### src/rtl/panel_timing_pkg.sv
package panel_timing_pkg;
  typedef struct packed {
    logic clk;
    logic sync;
    logic disp;
    logic pwm;
  } stage_vec_t;
endpackage

### src/rtl/pixclk_div.sv
module pixclk_div #(
  parameter int DIV_W = 8
) (
  input  logic             clk,
  input  logic             rst_n,
  input  logic             run,
  input  logic             bypass,
  input  logic [DIV_W-1:0] div,
  input  logic             pol,
  output logic             ce,
  output logic             lvl
);
  localparam int CW = DIV_W + 2;

  logic [CW-1:0] cnt;
  logic [CW-1:0] last;
  logic [CW-1:0] half;

  assign last = CW'(div) + CW'(1);
  assign half = (CW'(div) + CW'(2)) >> 1;

  always_ff @(posedge clk or negedge rst_n) begin
    if (!rst_n) begin
      cnt <= '0;
    end else if (!run || bypass || cnt == last) begin
      cnt <= '0;
    end else begin
      cnt <= cnt + CW'(1);
    end
  end

  assign ce  = run & (bypass | (cnt == last));
  assign lvl = bypass ? pol : ((cnt < half) ^ pol);
endmodule

### src/rtl/sync_counters.sv
module sync_counters #(
  parameter int HW = 11,
  parameter int VW = 11
) (
  input  logic          clk,
  input  logic          rst_n,
  input  logic          run,
  input  logic          ce,
  input  logic [HW-1:0] hsw_m1,
  input  logic [HW-1:0] hbp_m1,
  input  logic [HW-1:0] ppl_m1,
  input  logic [HW-1:0] hfp_m1,
  input  logic [VW-1:0] vsw_m1,
  input  logic [VW-1:0] vbp,
  input  logic [VW-1:0] rpf_m1,
  input  logic [VW-1:0] vfp_m1,
  output logic          hs_act,
  output logic          vs_act,
  output logic          in_active,
  output logic          frame_end
);
  localparam int HC = HW + 2;
  localparam int VC = VW + 2;

  logic [HC-1:0] h_cnt, hs_len, h_a0, h_a1, h_last;
  logic [VC-1:0] v_cnt, vs_len, v_a0, v_a1, v_last;
  logic          line_end;

  assign hs_len = HC'(hsw_m1) + HC'(1);
  assign h_a0   = hs_len + HC'(hbp_m1) + HC'(1);
  assign h_a1   = h_a0 + HC'(ppl_m1) + HC'(1);
  assign h_last = h_a1 + HC'(hfp_m1);

  assign vs_len = VC'(vsw_m1) + VC'(1);
  assign v_a0   = vs_len + VC'(vbp);
  assign v_a1   = v_a0 + VC'(rpf_m1) + VC'(1);
  assign v_last = v_a1 + VC'(vfp_m1);

  assign line_end = (h_cnt == h_last);

  always_ff @(posedge clk or negedge rst_n) begin
    if (!rst_n) begin
      h_cnt <= '0;
      v_cnt <= '0;
    end else if (!run) begin
      h_cnt <= '0;
      v_cnt <= '0;
    end else if (ce) begin
      if (line_end) begin
        h_cnt <= '0;
        v_cnt <= (v_cnt == v_last) ? '0 : v_cnt + VC'(1);
      end else begin
        h_cnt <= h_cnt + HC'(1);
      end
    end
  end

  assign frame_end = run & ce & line_end & (v_cnt == v_last);
  assign hs_act    = run & (h_cnt < hs_len);
  assign vs_act    = run & (v_cnt < vs_len);
  assign in_active = run & (h_cnt >= h_a0) & (h_cnt < h_a1)
                         & (v_cnt >= v_a0) & (v_cnt < v_a1);
endmodule

### src/rtl/power_seq.sv
module power_seq
  import panel_timing_pkg::*;
#(
  parameter int GW = 4
) (
  input  logic          clk,
  input  logic          rst_n,
  input  logic          want_clk,
  input  logic          want_sync,
  input  logic          want_disp,
  input  logic          want_pwm,
  input  logic          frame_end,
  input  logic [GW-1:0] guard,
  output stage_vec_t    st
);
  logic [GW-1:0] frames;
  logic          guard_met;

  assign guard_met = (({1'b0, frames} + (GW+1)'(1)) >= {1'b0, guard});

  always_ff @(posedge clk or negedge rst_n) begin
    if (!rst_n) begin
      st     <= '0;
      frames <= '0;
    end else begin
      st.clk <= want_clk | st.sync;

      if (!st.sync) begin
        st.sync <= want_sync & want_clk & st.clk;
      end else if (frame_end && !want_sync && !st.disp) begin
        st.sync <= 1'b0;
      end

      if (!st.sync) begin
        frames <= '0;
      end else if (frame_end && frames != '1) begin
        frames <= frames + GW'(1);
      end

      if (!st.disp) begin
        st.disp <= frame_end & want_disp & want_sync & st.sync & guard_met;
      end else if (frame_end && !want_disp) begin
        st.disp <= 1'b0;
      end

      st.pwm <= st.pwm ? want_pwm : (want_pwm & st.disp);
    end
  end
endmodule

### src/rtl/panel_timing_gen.sv
module panel_timing_gen
  import panel_timing_pkg::*;
#(
  parameter int DIV_W = 8,
  parameter int HW    = 11,
  parameter int VW    = 11,
  parameter int GW    = 4
) (
  input  logic             clk,
  input  logic             rst_n,
  input  logic [DIV_W-1:0] div,
  input  logic             bypass,
  input  logic             pclk_pol,
  input  logic             hs_pol,
  input  logic             vs_pol,
  input  logic [HW-1:0]    hsw_m1,
  input  logic [HW-1:0]    hbp_m1,
  input  logic [HW-1:0]    ppl_m1,
  input  logic [HW-1:0]    hfp_m1,
  input  logic [VW-1:0]    vsw_m1,
  input  logic [VW-1:0]    vbp,
  input  logic [VW-1:0]    rpf_m1,
  input  logic [VW-1:0]    vfp_m1,
  input  logic [GW-1:0]    guard,
  input  logic             want_clk,
  input  logic             want_sync,
  input  logic             want_disp,
  input  logic             want_pwm,
  output logic             pix_ce,
  output logic             pclk_o,
  output logic             hsync_o,
  output logic             vsync_o,
  output logic             de_o,
  output logic             st_clk,
  output logic             st_sync,
  output logic             st_disp,
  output logic             st_pwm
);
  stage_vec_t st;
  logic       hs_act, vs_act, in_active, frame_end;

  pixclk_div #(.DIV_W(DIV_W)) u_div (
    .clk(clk), .rst_n(rst_n), .run(st.clk), .bypass(bypass),
    .div(div), .pol(pclk_pol), .ce(pix_ce), .lvl(pclk_o)
  );

  sync_counters #(.HW(HW), .VW(VW)) u_cnt (
    .clk(clk), .rst_n(rst_n), .run(st.sync), .ce(pix_ce),
    .hsw_m1(hsw_m1), .hbp_m1(hbp_m1), .ppl_m1(ppl_m1), .hfp_m1(hfp_m1),
    .vsw_m1(vsw_m1), .vbp(vbp), .rpf_m1(rpf_m1), .vfp_m1(vfp_m1),
    .hs_act(hs_act), .vs_act(vs_act), .in_active(in_active),
    .frame_end(frame_end)
  );

  power_seq #(.GW(GW)) u_seq (
    .clk(clk), .rst_n(rst_n), .want_clk(want_clk), .want_sync(want_sync),
    .want_disp(want_disp), .want_pwm(want_pwm), .frame_end(frame_end),
    .guard(guard), .st(st)
  );

  assign hsync_o = hs_act ^ hs_pol;
  assign vsync_o = vs_act ^ vs_pol;
  assign de_o    = in_active & st.disp;
  assign st_clk  = st.clk;
  assign st_sync = st.sync;
  assign st_disp = st.disp;
  assign st_pwm  = st.pwm;
endmodule

### config.mk
export PLATFORM = sky130hd
export DESIGN_NAME = panel_timing_gen
export DESIGN_NICKNAME = d
export VERILOG_FILES = /design/src/rtl/panel_timing_pkg.sv /design/src/rtl/pixclk_div.sv /design/src/rtl/sync_counters.sv /design/src/rtl/power_seq.sv /design/src/rtl/panel_timing_gen.sv
export SDC_FILE = /design/constraint.sdc
export NUM_CORES = 1
export LEC_CHECK = 0
export BUFFER_PORTS_ARGS = -buffer_cell sky130_fd_sc_hd__buf_2
export CORE_ASPECT_RATIO = 0.75
export CORE_MARGIN = 2
export CORE_UTILIZATION = 45
export DETAILED_ROUTE_END_ITERATION = 16
export PLACE_DENSITY = 0.67
export SYNTH_ARGS = -nofsm -noshare
export SYNTH_HDL_FRONTEND = slang
export SYNTH_SLANG_ARGS = --single-unit
### constraint.sdc
create_clock -name clk -period 11.22 [get_ports clk]
set_input_delay 0.561 -clock clk [delete_from_list [all_inputs] [get_ports clk]]
set_output_delay 0.561 -clock clk [all_outputs]
set_load 0.05 [all_outputs]
==> results of run 1 <==
-- cell usage in the layout, fill, tap and decap left out, types with 6 or more instances in the layout --
cell,n
sky130_fd_sc_hd__a211oi_1,9
sky130_fd_sc_hd__a21o_1,15
sky130_fd_sc_hd__a21oi_1,61
sky130_fd_sc_hd__a31oi_1,9
sky130_fd_sc_hd__and2_1,9
sky130_fd_sc_hd__and3_1,25
sky130_fd_sc_hd__and4_1,6
sky130_fd_sc_hd__buf_2,118
sky130_fd_sc_hd__dfrtp_1,44
sky130_fd_sc_hd__fa_1,6
sky130_fd_sc_hd__ha_1,162
sky130_fd_sc_hd__inv_1,115
sky130_fd_sc_hd__mux2i_1,7
sky130_fd_sc_hd__nand2_1,61
sky130_fd_sc_hd__nand2b_1,22
sky130_fd_sc_hd__nand3_1,43
sky130_fd_sc_hd__nand3b_1,6
sky130_fd_sc_hd__nand4_1,12
sky130_fd_sc_hd__nor2_1,93
sky130_fd_sc_hd__nor2b_1,14
sky130_fd_sc_hd__nor3_1,26
sky130_fd_sc_hd__nor3b_1,6
sky130_fd_sc_hd__nor4_1,14
sky130_fd_sc_hd__nor4b_1,8
sky130_fd_sc_hd__o211ai_1,7
sky130_fd_sc_hd__o21a_1,40
sky130_fd_sc_hd__o21ai_0,47
sky130_fd_sc_hd__o31ai_1,6
sky130_fd_sc_hd__xnor2_1,75
sky130_fd_sc_hd__xor2_1,49
-- registers in the layout, summed over array words and instances, names as in the netlist --
name and cells:
u_seq.st 4, u_cnt.h_cnt 13, u_div.cnt 10, u_seq.frames 4, u_cnt.v_cnt 13
-- worst register-to-register path, delay by kind of cell (launching register included) --
family	cells	cell delay, ps
and+or+nand+nor	5	1870
DFF	1	460
buffers and inverters	1	150
AOI/OAI and AO/OA	3	930
xor gates and xnor gates	1	260
-- synth_stat cells, drive strengths merged (3+ instances only) --
| library cell | count |
|---|---|
| mux2i | 7 |
| a21o | 15 |
| nand3 | 43 |
| xor2 | 49 |
| nand3b | 6 |
| nand2 | 61 |
| o211ai | 7 |
| nor3b | 6 |
| nor2 | 94 |
| a21boi | 5 |
| nand4 | 13 |
| a21oi | 61 |
| a31oi | 9 |
| dfrtp | 44 |
| a211oi | 9 |
| o31ai | 6 |
| clkbuf | 12 |
| o21ai | 50 |
| a211o | 5 |
| nor3 | 27 |
| and4 | 6 |
| o22ai | 4 |
| and3 | 25 |
| nor4b | 8 |
| xnor3 | 3 |
| o2111ai | 5 |
| buf | 6 |
| or3 | 4 |
| nor4 | 15 |
| o31a | 3 |
| ha | 162 |
| nor2b | 15 |
| a41oi | 3 |
| or2 | 5 |
| fa | 6 |
| inv | 115 |
| nand2b | 22 |
| o21bai | 5 |
| or4 | 6 |
| o21a | 40 |
| and2 | 9 |
| xnor2 | 76 |
| a2111oi | 4 |
-- metal layers --
| metal | global-route usage [%] | vias to the layer above | part of all wire, % |
|---|---|---|---|
| li1 | - | 4182 | - |
| met1 | 34.2 | 3654 | 55 |
| met4 | 3.13 | 0 | 1.1 |
| met5 | 0 | - | 0 |
| met3 | 2.13 | 18 | 4.8 |
| met2 | 29.7 | 184 | 39 |
-- power by group --
part	switching [mW]	internal, mW	leakage [nW]
combinational	0.562	0.454	4.29
clock	0.0598	0.0887	0.0701
sequential	0.0275	0.168	0.594
total	0.649	0.711	4.95
-- layout make-up --
class                           count  area [um2]  area share (%)
Clock buffer                        7         143            1.48
Sequential cell                    44        1100            11.4
Inverter                          115         432            4.49
Multi-Input combinational cell    927        7030            73.1
Clock inverter                      1        7.51          0.0780
Tap cell                          247         309            3.21
Timing Repair Buffer              119         598            6.22
-- logic make-up after synthesis --
kind of cell	count (synthesis)	synth area share, %
AND/OR/NAND/NOR	368	22.3
multiplexers	8	0.942
flip-flops	44	12.7
buffers and inverters	133	5.88
XOR/XNOR	128	13.5
AO/OA/AOI/OAI	255	19.7
adder cells (fa/ha/maj)	168	24.9
-- path summary, 6_finish.rpt --
check,endpoint,slack [ps],cells after the start
worst max-delay path,u_cnt.v_cnt[10],4580,26
worst min-delay path,u_div.cnt[6],440,1
worst max register to register,u_cnt.v_cnt[10],7500,10
worst min register to register,u_seq.st[0],540,1
max in group asynchronous,u_div.cnt[2],10150,1
min in group clk,u_seq.st[3],490,2
==> impl_table.tex, run 1 <==
\begin{tabular}{lr}
\hline
Metric & Value \\
\hline
\multicolumn{2}{l}{\textbf{GRT}} \\
\quad First-pass GRT wire length & between 30000 and 40000 um \\
\quad Maximum number of pins on one net before global-route repair & 45 \\
\quad Total routing resource utilization after global routing & roughly a fifth \\
\quad Number of global-route vias before repair & 7175 \\
\quad Aggregate global routing overflow & 0 \\
\quad Initial antenna violation count & 0 \\
\multicolumn{2}{l}{\textbf{Layout}} \\
\quad Final cell area excluding filler cells & 9620 um2 \\
\quad Syn-to-layout area delta & 11.4\% \\
\quad Fraction of the core area covered by cells at the end of the flow & 51.5\% \\
\quad Final Instance Count excl. Fillers & 1460 \\
\quad Fill cell count & 1816 \\
\quad Antenna diodes & 0 \\
\quad Fraction of layout cells with a size suffix above 1 & between 10\% and 20\% \\
\quad Layout net count & 1490 \\
\multicolumn{2}{l}{\textbf{Critical path}} \\
\quad Required time of the critical path & 11380 ps \\
\quad Startpoint of the worst setup timing path & vsw\_m1[0] \\
\quad Crit Path Category & input port to register \\
\quad Most numerous cell on the critical path & sky130\_fd\_sc\_hd\_\_ha\_1 \\
\quad Cell with the largest stage delay on the worst path & sky130\_fd\_sc\_hd\_\_and4\_1 \\
\quad Arrival time at the worst endpoint & 6810 ps \\
\quad Longest individual stage delay on the worst path & about 540 ps \\
\quad Category of the worst setup path launch point & input port \\
\quad Total buffers and inverters traversed by the critical path & 1 \\
\quad Largest fanout on the critical path & 13 \\
\quad Crit end category & register \\
\quad Kind of cell with the highest combined delay on the critical path & compound AO/OA/AOI/OAI gates \\
\quad Worst reg2reg startpoint & u\_div.cnt[5] \\
\multicolumn{2}{l}{\textbf{Timing}} \\
\quad Least-Margin Pin Slew & 1000 ps \\
\quad Tightest hold margin & 441 ps \\
\quad Final max-slew violation count & 0 \\
\quad Final clock period utilization by the worst path & 59.2\% \\
\quad Clk\_skew & 7.44 ps \\
\quad Worst setup slack after layout & 4580 ps \\
\quad Final-report setup violation count & 0 \\
\quad Setup\_tns & 0 ps \\
\quad Achievable frequency & 151 MHz \\
\quad RSZ-0062 raised after global routing & false \\
\quad Crit path time final & 6640 ps \\
\quad Final count of hold timing violations & 0 \\
\quad Slew Limit Headroom & 33.1\% \\
\multicolumn{2}{l}{\textbf{Logic synthesis}} \\
\quad Most used flip-flop cell after synthesis & sky130\_fd\_sc\_hd\_\_dfrtp\_1 \\
\quad Part of the Yosys area used for sequential elements & about an eighth \\
\quad Synth warn & 0 \\
\quad Yosys cell types & 76 \\
\quad Post-Synthesis Net Count & 1382 \\
\quad Post-Synthesis Cell Area & 8640 um2 \\
\quad Largest area contributor in the synthesized netlist & sky130\_fd\_sc\_hd\_\_ha\_1 \\
\quad Number of enable flip-flop cells after synthesis & 0 \\
\quad Area share of the largest cell type after synthesis & 23.5\% \\
\quad Number of synthesized register bits & 44 \\
\quad Synthesized area per cell & between 7 and 8 um2 \\
\quad Post-synth ARST share & 100\% \\
\quad Syn Inst Count & $\sim$1100 \\
\quad Area contributors post-synth & sky130\_fd\_sc\_hd\_\_ha\_1 23\%, sky130\_fd\_sc\_hd\_\_dfrtp\_1 13\%, sky130\_fd\_sc\_hd\_\_xnor2\_1 7.6\% \\
\multicolumn{2}{l}{\textbf{Die}} \\
\quad Starting density of the core & between 40\% and 50\% \\
\quad Die Area & 20300 um2 \\
\quad Height of the die & 124 um \\
\quad Num ports & 119 \\
\quad Floorplan row count & between 40 and 50 \\
\quad Die W & about 160 um \\
\quad Standard cell core area & approximately 19000 um2 \\
\multicolumn{2}{l}{\textbf{Place}} \\
\quad Area post-placement & 9470 um2 \\
\quad Worst slack at placement & 4370 ps \\
\quad Routability cong. & 0.855 \\
\quad Placed wire-length estimate & 17900 um \\
\quad Number of buffers inserted by port buffering & 118 \\
\quad Post-Place Cells & 1452 \\
\multicolumn{2}{l}{\textbf{Flow run}} \\
\quad Max-cap viol count & 0 \\
\multicolumn{2}{l}{\textbf{Pwr}} \\
\quad Pleak & 4.95 nW \\
\quad Worst vdd ir & 0.0651 mV \\
\quad Total Power Consumption & $\sim$1.4 mW \\
\quad Cell Pwr Density & 141 nW/um2 \\
\multicolumn{2}{l}{\textbf{CTS}} \\
\quad Clock slew at the register clock pins of the worst setup and hold paths & approximately 60 ps \\
\quad Clk\_lat worst skew & 290 ps \\
\quad CTS root buffer & sky130\_fd\_sc\_hd\_\_clkbuf\_16 \\
\quad Total setup buffers inserted after CTS & 0 \\
\quad CTS Buf Count & 5 \\
\quad Number of H-tree branching levels & 2 \\
\quad Longest Clk Path Bufs & 2 \\
\quad CTS hold repair buffers & 0 \\
\quad TritonCTS clock tree & built \\
\quad CTS Sinks & 44 \\
\quad Number of gates given a new drive strength after cts & 0 \\
\multicolumn{2}{l}{\textbf{Detailed routing}} \\
\quad Total via count in the routed design & between 8000 and 9000 \\
\quad Average via count per standard cell & 5.51 \\
\quad Drt first pass iters & 5 \\
\quad Final ANT Viol Nets & 0 \\
\quad Routed length per placed instance & between 10 and 15 um \\
\quad Drt first-iter violations & $\sim$480 \\
\quad Residual DRC & 0 \\
\quad Overall routed net length & around 21000 um \\
\multicolumn{2}{l}{\textbf{Run status}} \\
\quad Result of the run & finished clean \\
\multicolumn{2}{l}{\textbf{Min path}} \\
\quad Class of the worst hold path & input port to async pin \\
\hline
\end{tabular}
(Power assumes the default switching activity.)
==> run 2, diff against run 1 <==
Settings changed: ABC_AREA set to 1, PLACE_DENSITY 0.67 to 0.69.
Clock period 11.22 ns to 6.01 ns, I/O delays scaled along.
==> run 2 against run 1 <==
Cell count grew 19%. Clock-buffer cell count shrank 1. Global-route usage grew 1.1 points. Synthesized cell count grew 23%. Clock power grew 120%. Combinational power grew 89%. Core utilization shrank 0.87 points. Setup slack lost 4100 ps. Critical path type is now input port to primary output. Critical path depth grew 5.
==> impl_table.tex, run 2 <==
\begin{tabular}{lr}
\hline
Metric & Value \\
\hline
\multicolumn{2}{l}{\textbf{Run status}} \\
\quad Result of the run & finished clean (unchanged) \\
\multicolumn{2}{l}{\textbf{Critical path}} \\
\quad Category of the worst setup path launch point & input port (unchanged) \\
\quad Required time of the critical path & 5710 ps (was 11380 ps) \\
\quad Most numerous cell on the critical path & sky130\_fd\_sc\_hd\_\_nand2\_1 (was sky130\_fd\_sc\_hd\_\_ha\_1) \\
\quad Crit Path Category & input port to primary output (was input port to register) \\
\quad Total buffers and inverters traversed by the critical path & 6 (was 1) \\
\quad Largest fanout on the critical path & 4 (was 13) \\
\quad Reg2Reg Setup Slack & 3500 ps (was 7500 ps) \\
\quad Kind of cell with the highest combined delay on the critical path & simple AND/OR/NAND/NOR gates (was compound AO/OA/AOI/OAI gates) \\
\quad Worst reg2reg startpoint & u\_cnt.v\_cnt[2] (was u\_div.cnt[5]) \\
\quad Reg-to-reg critical path endpoint & u\_cnt.v\_cnt[7] (was u\_cnt.v\_cnt[10]) \\
\quad Longest individual stage delay on the worst path & 360 ps (was 540 ps) \\
\quad Depth of the worst register-to-register path & 15 (was 10) \\
\quad Cell with the largest stage delay on the worst path & sky130\_fd\_sc\_hd\_\_ha\_1 (was sky130\_fd\_sc\_hd\_\_and4\_1) \\
\quad Startpoint of the worst setup timing path & vsw\_m1[0] (unchanged) \\
\quad Arrival time at the worst endpoint & 5190 ps (was 6810 ps) \\
\quad Crit end category & primary output (was register) \\
\multicolumn{2}{l}{\textbf{Die}} \\
\quad Height of the die & 127 um (was 124 um) \\
\quad Standard cell core area & 20000 um2 (was 18700 um2) \\
\quad Die Area & 21400 um2 (was 20300 um2) \\
\quad Die W & 168 um (was 164 um) \\
\quad Starting density of the core & 45.4\% (was 46.3\%) \\
\quad Floorplan row count & 45 (was 43) \\
\quad Num ports & 119 (unchanged) \\
\multicolumn{2}{l}{\textbf{Logic synthesis}} \\
\quad Post-synthesis share of cell area spent on and, or, nand and nor gates & 31.0\% (was 22.3\%) \\
\quad Number of enable flip-flop cells after synthesis & 0 (unchanged) \\
\quad Area share of the largest cell type after synthesis & 22.3\% (was 23.5\%) \\
\quad Dominant combinational cell family by area after synthesis & simple AND/OR/NAND/NOR gates (was adder cells) \\
\quad Synthesized area per cell & 6.68 um2 (was 7.82 um2) \\
\quad Commonest cells in the synthesized netlist & 293 x sky130\_fd\_sc\_hd\_\_nand2\_1, 215 x sky130\_fd\_sc\_hd\_\_inv\_1, 162 x sky130\_fd\_sc\_hd\_\_ha\_1 (was 162 x sky130\_fd\_sc\_hd\_\_ha\_1, 115 x sky130\_fd\_sc\_hd\_\_inv\_1, 93 x sky130\_fd\_sc\_hd\_\_nor2\_1) \\
\quad Yosys cell types & 56 (was 76) \\
\quad Area contributors post-synth & sky130\_fd\_sc\_hd\_\_ha\_1 22\%, sky130\_fd\_sc\_hd\_\_dfrtp\_1 12\%, sky130\_fd\_sc\_hd\_\_nand2\_1 12\% (was sky130\_fd\_sc\_hd\_\_ha\_1 23\%, sky130\_fd\_sc\_hd\_\_dfrtp\_1 13\%, sky130\_fd\_sc\_hd\_\_xnor2\_1 7.6\%) \\
\quad Number of synthesized register bits & 44 (unchanged) \\
\quad Synth warn & 0 (unchanged) \\
\quad Most numerous cell in the Yosys netlist & sky130\_fd\_sc\_hd\_\_nand2\_1 (was sky130\_fd\_sc\_hd\_\_ha\_1) \\
\quad Post-synthesis mux area share & 0\% (was 0.941\%) \\
\quad Post-synth ARST share & 100\% (unchanged) \\
\quad Largest area contributor in the synthesized netlist & sky130\_fd\_sc\_hd\_\_ha\_1 (unchanged) \\
\quad Syn Inst Count & 1363 (was 1104) \\
\quad Most used flip-flop cell after synthesis & sky130\_fd\_sc\_hd\_\_dfrtp\_1 (unchanged) \\
\quad Part of the Yosys area used for sequential elements & 12.1\% (was 12.7\%) \\
\quad Post-Synthesis Net Count & 1641 (was 1382) \\
\quad Compound-Gate Fraction of Synth Area & 12.5\% (was 19.7\%) \\
\quad Post-Synth XOR/XNOR Area & 11.0\% (was 13.5\%) \\
\quad Post-Synthesis Cell Area & 9110 um2 (was 8640 um2) \\
\quad Adder and majority cell fraction of the synthesized area & 23.6\% (was 24.9\%) \\
\multicolumn{2}{l}{\textbf{Pwr}} \\
\quad Sequential Power Share & 14.2\% (was 14.4\%) \\
\quad Pleak & 5.63 nW (was 4.95 nW) \\
\quad Fraction of power consumed by the clock network & 12.3\% (was 10.9\%) \\
\quad Cell Pwr Density & 259 nW/um2 (was 141 nW/um2) \\
\quad Gate power share & 73.5\% (was 74.7\%) \\
\quad Worst vdd ir & 0.136 mV (was 0.0651 mV) \\
\quad Net switching power & 1.34 mW (was 0.649 mW) \\
\quad Switching share of power & 51.1\% (was 47.7\%) \\
\quad Internal power contribution & 1.28 mW (was 0.711 mW) \\
\multicolumn{2}{l}{\textbf{Layout}} \\
\quad Fraction of layout cells with a size suffix above 1 & 12.6\% (was 11.7\%) \\
\quad Syn-to-layout area delta & 11.5\% (was 11.4\%) \\
\quad Highest-count cells in the layout ignoring fill and taps & 293 x sky130\_fd\_sc\_hd\_\_nand2\_1, 215 x sky130\_fd\_sc\_hd\_\_inv\_1, 162 x sky130\_fd\_sc\_hd\_\_ha\_1 (was 162 x sky130\_fd\_sc\_hd\_\_ha\_1, 118 x sky130\_fd\_sc\_hd\_\_buf\_2, 115 x sky130\_fd\_sc\_hd\_\_inv\_1) \\
\quad Layout net count & 1760 (was 1490) \\
\quad Final Instance Count excl. Fillers & 1741 (was 1460) \\
\quad Final cell area excluding filler cells & 10200 um2 (was 9620 um2) \\
\quad Largest registers & u\_cnt.h\_cnt (13), u\_cnt.v\_cnt (13), u\_div.cnt (10) (unchanged) \\
\quad Antenna diodes & 0 (unchanged) \\
\quad Most common library cell in the layout ignoring fill and taps & sky130\_fd\_sc\_hd\_\_nand2\_1 (was sky130\_fd\_sc\_hd\_\_ha\_1) \\
\multicolumn{2}{l}{\textbf{Detailed routing}} \\
\quad Drt first pass iters & 5 (unchanged) \\
\quad Residual DRC & 0 (unchanged) \\
\quad Overall routed net length & 23900 um (was 21000 um) \\
\quad Drt first-iter violations & 546 (was 478) \\
\quad Final ANT Viol Nets & 0 (unchanged) \\
\quad Total via count in the routed design & 8976 (was 8038) \\
\quad Routed length per placed instance & 13.7 um (was 14.4 um) \\
\quad Average via count per standard cell & 5.16 (was 5.51) \\
\multicolumn{2}{l}{\textbf{GRT}} \\
\quad Total routing resource utilization after global routing & 22.1\% (was 21.0\%) \\
\quad Number of global-route vias before repair & 8123 (was 7175) \\
\quad Aggregate global routing overflow & 0 (unchanged) \\
\quad Initial antenna violation count & 0 (unchanged) \\
\quad First-pass GRT wire length & 39000 um (was 35000 um) \\
\quad Maximum number of pins on one net before global-route repair & 45 (unchanged) \\
\multicolumn{2}{l}{\textbf{Timing}} \\
\quad Least-Margin Pin Slew & 998 ps (was 1000 ps) \\
\quad Slew Limit Headroom & 33.5\% (was 33.1\%) \\
\quad Tightest hold margin & 183 ps (was 441 ps) \\
\quad Clk\_skew & 5.01 ps (was 7.44 ps) \\
\quad Final count of hold timing violations & 0 (unchanged) \\
\quad RSZ-0062 raised after global routing & false (unchanged) \\
\quad Crit path time final & 5490 ps \\
\quad Achievable frequency & 182 MHz \\
\quad Final-report setup violation count & 0 (unchanged) \\
\quad Final max-slew violation count & 0 (unchanged) \\
\quad Final clock period utilization by the worst path & 91.3\% \\
\quad Setup\_tns & 0 ps (unchanged) \\
\multicolumn{2}{l}{\textbf{Place}} \\
\quad Placed wire-length estimate & 20400 um (was 17900 um) \\
\quad Routability cong. & 0.929 (was 0.855) \\
\quad Area post-placement & 9950 um2 (was 9470 um2) \\
\quad Number of buffers inserted by port buffering & 118 (unchanged) \\
\quad Post-Place Cells & 1732 (was 1452) \\
\multicolumn{2}{l}{\textbf{CTS}} \\
\quad Number of H-tree branching levels & 2 (unchanged) \\
\quad CTS root buffer & sky130\_fd\_sc\_hd\_\_clkbuf\_16 (unchanged) \\
\quad CTS Buf Count & 5 (unchanged) \\
\quad Clock slew at the register clock pins of the worst setup and hold paths & 60 ps (about the same) \\
\quad Clk\_lat worst skew & 290 ps (about the same) \\
\quad CTS hold repair buffers & 0 (unchanged) \\
\quad CTS Sinks & 44 (unchanged) \\
\quad Longest Clk Path Bufs & 2 (unchanged) \\
\quad TritonCTS clock tree & built (unchanged) \\
\multicolumn{2}{l}{\textbf{Min path}} \\
\quad Class of the worst hold path & input port to async pin (unchanged) \\
\multicolumn{2}{l}{\textbf{Flow run}} \\
\quad Max-cap viol count & 0 (unchanged) \\
\hline
\end{tabular}
run 2: changes by cell type in the layout (fill, tap and decap cells not counted), sizes merged, moves of 34 or more:
cell / before / now
nand2: 61 / 306
inv: 115 / 219
nand3: 43 / 113
nor2: 94 / 136
xnor2: 76 / 36
o21a: 40 / 6
run 2: layer usage:
layer | wire length [um] | global-route usage (%) | up-vias
met5 | 0 | 0 | -
met3 | 1140 | 1.55 | 7
met1 | 13100 | 35.2 | 4031
met4 | 151 | 3.35 | 0
met2 | 9550 | 32.9 | 200
li1 | - | - | 4738
run 2: worst max-delay path by stage:
stage | end | slack, ps | cells after the start
after floorplan | de_o | 1160 | 28
after global placement | u_cnt.v_cnt[2] | 390 | 33
after detailed placement | u_cnt.v_cnt[7] | 320 | 33
after CTS | de_o | 390 | 31
after global routing | de_o | 50 | 31
final | de_o | 520 | 31
run 2: worst reg2reg max path: stages, from the launching register on:
cell and delay [ps]:
sky130_fd_sc_hd__dfrtp_1 580, sky130_fd_sc_hd__inv_1 230, sky130_fd_sc_hd__nand2_1 120, sky130_fd_sc_hd__nand3_1 60, sky130_fd_sc_hd__nor2_1 90, sky130_fd_sc_hd__nand2_1 60, sky130_fd_sc_hd__nor2_1 110, sky130_fd_sc_hd__nand3_1 90
sky130_fd_sc_hd__nor2_1 210, sky130_fd_sc_hd__nand3_1 120, sky130_fd_sc_hd__nor2_2 110, sky130_fd_sc_hd__nand3_2 210, sky130_fd_sc_hd__nand2_2 210, sky130_fd_sc_hd__nor2_1 60, sky130_fd_sc_hd__nand2_1 80, sky130_fd_sc_hd__o21ai_2 60
run 2: cell families after synthesis:
kind of cell / count (synthesis)
AOI/OAI and AO/OA: 187
xor gates and xnor gates: 113
adders and majority gates: 168
buffers and inverters: 227
DFF: 44
and+or+nand+nor: 624
run 2: repair_timing:
action                     CTS  global route
setup buffers                0             1
resized for setup            0             6
setup endpoints to repair    0             1
run 2: final cells by class:
cell class	count	area, um2
Clock inverter	2	38.8
Fill cell	2048	9890
Tap cell	258	323
Inverter	220	831
Clock buffer	6	139
Sequential cell	44	1100
Multi-Input combinational cell	1092	7120
Timing Repair Buffer	119	601
run 2: power groups by stage:
stage	Sequential (mW)	Clock (mW)	Combinational (mW)
after floorplan	0.347	0	1.54
after global placement	0.377	0	1.86
after detailed placement	0.375	0	1.90
after CTS	0.370	0.331	1.91
after global routing	0.375	0.339	2.20
final	0.372	0.324	1.93
run 2: metrics by stage:
stage | utilization (%) | power, mW | setup WS (ps)
after global placement | 49.7 | 2.24 | 394
after global routing | 50.7 | 2.92 | 52.3
after CTS | 50.5 | 2.61 | 393
final | 50.7 | 2.63 | 524
after floorplan | - | 1.88 | 1160
after detailed placement | 49.7 | 2.28 | 321
